===== src/rtl/mvdec_pkg.sv =====
package mvdec_pkg;
  localparam int unsigned WORD_W  = 16;
  localparam int unsigned MOD_W   = 4;
  localparam int unsigned IDX_W   = 4;
  localparam int unsigned SUB_W   = 3;
  localparam int unsigned IMM_W   = 8;
  localparam int unsigned DADDR_W = MOD_W + SUB_W;
  localparam int unsigned FMT_BIT = WORD_W - 1;

  typedef struct packed {
    logic             imm_fmt;
    logic [MOD_W-1:0] src_mod;
    logic [IDX_W-1:0] src_idx;
    logic [IMM_W-1:0] imm;
    logic [MOD_W-1:0] dst_mod;
    logic [SUB_W-1:0] dst_sub;
    logic             is_pfx;
  } fields_t;
endpackage


===== src/rtl/mvdec_fields.sv =====
module mvdec_fields
  import mvdec_pkg::*;
#(
  parameter logic [DADDR_W-1:0] PFX_DST = 7'h0B
) (
  input  logic [WORD_W-1:0] instr,
  output fields_t           f
);
  logic fmt;
  logic [DADDR_W-1:0] daddr;

  always_comb begin
    fmt      = ~instr[FMT_BIT];
    daddr    = instr[FMT_BIT-1 -: DADDR_W];
    f.imm_fmt = fmt;
    f.src_mod = fmt ? '0 : instr[MOD_W-1:0];
    f.src_idx = fmt ? '0 : instr[IMM_W-1 -: IDX_W];
    f.imm     = fmt ? instr[IMM_W-1:0] : '0;
    f.dst_mod = daddr[MOD_W-1:0];
    f.dst_sub = daddr[DADDR_W-1 -: SUB_W];
    f.is_pfx  = fmt && (daddr == PFX_DST);
  end
endmodule


===== src/rtl/mvdec_prefix.sv =====
module mvdec_prefix #(
  parameter int unsigned PFX_W = 2
) (
  input  logic             clk,
  input  logic             rst,
  input  logic             accept,
  input  logic             is_pfx,
  input  logic [PFX_W-1:0] load_val,
  output logic [PFX_W-1:0] pfx
);
  // A prefix write loads; any other accepted word consumes and clears it.
  always_ff @(posedge clk) begin
    if (rst) begin
      pfx <= '0;
    end else if (accept) begin
      pfx <= is_pfx ? load_val : '0;
    end
  end
endmodule


===== src/rtl/mvdec_slice.sv =====
module mvdec_slice
  import mvdec_pkg::*;
#(
  parameter int unsigned DREG_W = 5
) (
  input  logic              clk,
  input  logic              rst,
  input  logic              accept,
  input  fields_t           f,
  input  logic [DREG_W-1:0] dreg_in,
  input  logic              out_ready,
  output logic              in_ready,
  output logic              out_valid,
  output logic              src_is_imm,
  output logic [MOD_W-1:0]  src_mod,
  output logic [IDX_W-1:0]  src_idx,
  output logic [IMM_W-1:0]  imm_val,
  output logic [MOD_W-1:0]  dst_mod,
  output logic [DREG_W-1:0] dst_reg
);
  logic issue;

  assign in_ready = ~out_valid | out_ready;
  assign issue    = accept & ~f.is_pfx;

  always_ff @(posedge clk) begin
    if (rst) begin
      out_valid  <= 1'b0;
      src_is_imm <= 1'b0;
      src_mod    <= '0;
      src_idx    <= '0;
      imm_val    <= '0;
      dst_mod    <= '0;
      dst_reg    <= '0;
    end else if (in_ready) begin
      out_valid <= issue;
      if (issue) begin
        src_is_imm <= f.imm_fmt;
        src_mod    <= f.src_mod;
        src_idx    <= f.src_idx;
        imm_val    <= f.imm;
        dst_mod    <= f.dst_mod;
        dst_reg    <= dreg_in;
      end
    end
  end
endmodule


===== src/rtl/move_decoder.sv =====
module move_decoder
  import mvdec_pkg::*;
#(
  parameter int unsigned        PFX_W   = 2,
  parameter logic [DADDR_W-1:0] PFX_DST = 7'h0B,
  localparam int unsigned       DREG_W  = SUB_W + PFX_W
) (
  input  logic              clk,
  input  logic              rst,
  input  logic              in_valid,
  output logic              in_ready,
  input  logic [WORD_W-1:0] instr,
  output logic              out_valid,
  input  logic              out_ready,
  output logic              src_is_imm,
  output logic [MOD_W-1:0]  src_mod,
  output logic [IDX_W-1:0]  src_idx,
  output logic [IMM_W-1:0]  imm_val,
  output logic [MOD_W-1:0]  dst_mod,
  output logic [DREG_W-1:0] dst_reg
);
  fields_t           f;
  logic [PFX_W-1:0]  pfx;
  logic              accept;
  logic [DREG_W-1:0] dreg_in;

  assign accept  = in_valid & in_ready;
  assign dreg_in = {pfx, f.dst_sub};

  mvdec_fields #(.PFX_DST(PFX_DST)) u_fields (
    .instr (instr),
    .f     (f)
  );

  mvdec_prefix #(.PFX_W(PFX_W)) u_prefix (
    .clk      (clk),
    .rst      (rst),
    .accept   (accept),
    .is_pfx   (f.is_pfx),
    .load_val (f.imm[PFX_W-1:0]),
    .pfx      (pfx)
  );

  mvdec_slice #(.DREG_W(DREG_W)) u_slice (
    .clk        (clk),
    .rst        (rst),
    .accept     (accept),
    .f          (f),
    .dreg_in    (dreg_in),
    .out_ready  (out_ready),
    .in_ready   (in_ready),
    .out_valid  (out_valid),
    .src_is_imm (src_is_imm),
    .src_mod    (src_mod),
    .src_idx    (src_idx),
    .imm_val    (imm_val),
    .dst_mod    (dst_mod),
    .dst_reg    (dst_reg)
  );
endmodule


===== config.mk =====
export PLATFORM = sky130hd
export DESIGN_NAME = move_decoder
export DESIGN_NICKNAME = d
export VERILOG_FILES = /design/src/rtl/mvdec_pkg.sv /design/src/rtl/mvdec_fields.sv /design/src/rtl/mvdec_prefix.sv /design/src/rtl/mvdec_slice.sv /design/src/rtl/move_decoder.sv
export SDC_FILE = /design/constraint.sdc
export NUM_CORES = 1
export LEC_CHECK = 0
export CELL_PAD_IN_SITES_DETAIL_PLACEMENT = 0
export CELL_PAD_IN_SITES_GLOBAL_PLACEMENT = 1
export CORE_ASPECT_RATIO = 0.7
export CORE_MARGIN = 8
export CORE_UTILIZATION = 25
export CTS_BUF_LIST = sky130_fd_sc_hd__clkbuf_16
export CTS_CLUSTER_DIAMETER = 40
export DETAILED_ROUTE_END_ITERATION = 10
export PLACE_DENSITY = 0.74
export SETUP_SLACK_MARGIN = 0.2
export SLEW_MARGIN = 40
export SYNTH_ARGS = -nofsm -noshare
export SYNTH_HDL_FRONTEND = slang
export SYNTH_SLANG_ARGS = --single-unit
export TNS_END_PERCENT = 30

===== constraint.sdc =====
create_clock -name clk -period 1.68 [get_ports clk]
set_clock_uncertainty 0.2 [all_clocks]
set_input_delay 0.168 -clock clk [delete_from_list [all_inputs] [get_ports clk]]
set_output_delay 0.168 -clock clk [all_outputs]
set_load 0.02 [all_outputs]

==> impl_results.md <==
- Measured slew at the worst slew-check pin: 0.250 ns
- Starting Density: 25.8%
- Root Buffer: clkbuf_16
- Slew headroom: 83.3%
- Max Root-Sink Buffers: 2
- Ant. Diodes: 0
- Crit-path cells: clkdlybuf4s50_1
- # DRC: 0
- Critical R2R Capture: u_slice.src_mod[0]$_SDFFE_PP0P_
- R2R Setup Slk: 0.21 ns
- Inserted Clock Buffers: 5
- Setup violators final: 0
- Largest delay share family, worst path: buffers and inverters
- Final net count: 220
- Crit path DAT: 1.22 ns
- Worst hold path type: in -> reg
- Vias in the first global route: 1176
- DR vias/cell: 4.52
- Io pins: 48
- Count of antenna-violating nets left after detailed routing: 0
- DRT iter0 DRCs: 45
- Post-synth net total: 151
- Share of cells above drive strength 1: 24.9%
- CP max stage cell: clkdlybuf4s50_1
- Syn_area_per_cell: 8.49 um^2
- Worst-Skew Late Latency: 0.27 ns
- Req. time, crit path: 1.31 ns
- Reg2reg start: u_slice.out_valid$_SDFFE_PP0P_
- Pre-CTS setup slack: -0.457 ns
- Global-route wire length before repair: 6030 um
- Largest net degree at the start of global routing: 30
- CP endpoint kind: output port
- Register area: 581 um^2
- Via count: 1157
- Worst Hold Depth: 4
- Global route overflow: 0
- Placer Congestion: 0.794
- Number of synthesis warnings: 0
- Placed instance area: 0.00174 mm^2
- Num rows: 20
- Crit path buf inv count: 1
- Max stage delay on crit path: 0.61 ns
- Core region area: 0.00430 mm^2
- Status: complete, no violations
- Worst-path clk slew: 0.05 ns
- Hold Vio Cnt, Final: 0
- Pleak: 1.02 nW
- Die area: 0.00687 mm^2
- DR WL/cell: 14.1 um
- Wirelength, routed: 3610 um
- Critical path launch point type: flop
- Final Cell Area: 0.00209 mm^2
- Initial antenna violation count: 0
- Crit path kind: reg -> out
- RSZ-0062 raised after global routing: yes
- Max Fclk: 631 MHz
- Synth Cell Area: 0.00111 mm^2
- Critical-path maximum fanout: 2
- CTS tree: done
- Hold_sp: instr[10]
- Post-synthesis cell count: 131
- Synth unique cells: 19
- DIE WIDTH: 95.7 um
- Post-synthesis sequential area ratio: 52.2%
- Fill cells: 418
- Syn-to-layout area delta: 87.5%
- Fin worst setup slack: 0.0956 ns
- Hpwl dp: 2580 um
- Max-slew violation count: 0
- Max FFs per register: 8
- Die height: 71.8 um
- H-tree depth: 2
- Area of the multi-input gates: 542 um^2
- Fin crit share: 94.3%
- R2R cell count: 7
- Router iterations before antenna repair: 4
- Tot GR Track Use: 11.2%
- Fin crit period: 1.58 ns
- Power Dens Cells: 897 mW/mm^2
- Max cap viols: 0
- Max VDD drop: 0.000631 V
- Port Buf Inserts: 47
- FF+latch count, synth: 29
- Clk sinks: 29
- Hold EP: u_slice.dst_mod[2]$_SDFFE_PP0P_
-- how the worst max path moves through the flow --
stage                                      endpoint                            start  cells after the start
floorplan           u_slice.src_idx[1]$_SDFFE_PP0P_                        instr[12]                      6
global route                             src_idx[2]  u_slice.src_idx[2]$_SDFFE_PP0P_                      1
finish                                   dst_mod[2]  u_slice.dst_mod[2]$_SDFFE_PP0P_                      1
CTS                                      imm_val[3]  u_slice.imm_val[3]$_SDFFE_PP0P_                      1
detailed placement  u_slice.src_is_imm$_SDFFE_PP0P_                         instr[8]                      6
global placement    u_slice.imm_val[4]$_SDFFE_PP0P_                         instr[8]                      6
-- power breakdown --
group / switching, mW / internal, mW
combinational: 0.153 / 0.175
clock: 0.276 / 0.531
sequential: 0.0163 / 0.719
-- metrics by stage --
stage	instances	TNS, ns	utilization (%)	power [mW]	hold WS [ns]
floorplan	131	0	-	0.871	0.104
global placement	239	-11.57	40.4	1.02	0.239
detailed placement	239	-12.20	40.4	1.03	0.244
CTS	255	0	46.8	1.88	0.0333
global route	256	0	48.5	1.95	0.0804
finish	256	0	48.5	1.87	0.0572
-- cell usage in the layout (no fill, tap or decap), drive strengths merged --
master and instances:
a211oi 1, a21oi 28, buf 28, clkbuf 6
clkdlybuf4s50 23, clkinv 3, dfxtp 29, dlygate4sd2 2
dlygate4sd3 4, dlymetal6s2s 14, nand2 37, nand2b 1
nand3 8, nand3b 8, nand4 2, nor2 2
o211a 1, o211ai 1, o21ai 1, or4b 1
or4bb 1
-- kinds of logic after synthesis --
group | count (synthesis) | share of synthesized area, %
and+or+nand+nor | 60 | 26.1
DFF | 29 | 52.2
AOI/OAI and AO/OA | 32 | 16.2
buffers and inverters | 10 | 5.51
-- cell usage after synthesis --
library cell / n / share of area (%)
nand2b_1: 1 / 0.56
or4b_4: 1 / 1.2
o211ai_2: 1 / 1.1
clkbuf_1: 3 / 1.0
nand2_1: 37 / 12
dfxtp_1: 29 / 52
buf_6: 2 / 2.0
o21ai_0: 1 / 0.45
buf_2: 1 / 0.45
a211oi_2: 1 / 1.1
buf_1: 2 / 0.68
buf_4: 2 / 1.3
o211a_1: 1 / 0.90
a21oi_1: 28 / 13
nand3_1: 8 / 3.6
nor2_1: 2 / 0.68
or4bb_1: 1 / 1.0
nand4_1: 2 / 1.1
nand3b_1: 8 / 5.4
-- per-layer routing --
metal	track usage (%)	share of wire, %	vias up
met1	13.3	43	530
li1	-	-	583
met2	17.8	47	40
met3	3.76	8.0	4
met5	0	0	-
met4	5.09	1.5	0
-- layout make-up --
class	count	area share, %
tap	55	3.30
sequential	29	27.8
clock inverter	3	0.600
timing repair buffer	72	36.3
multi-input combinational	92	26.0
clock buffer	5	6.00
-- what timing repair did --
action	CTS	global route
gates resized for setup	51	22
endpoints found under the hold margin	3	1
pin swaps	6	3
setup endpoints to repair	57	53
cloned	4	0
buffers inserted	1	0
hold buffers	3	1
(Power assumes the default switching activity.)
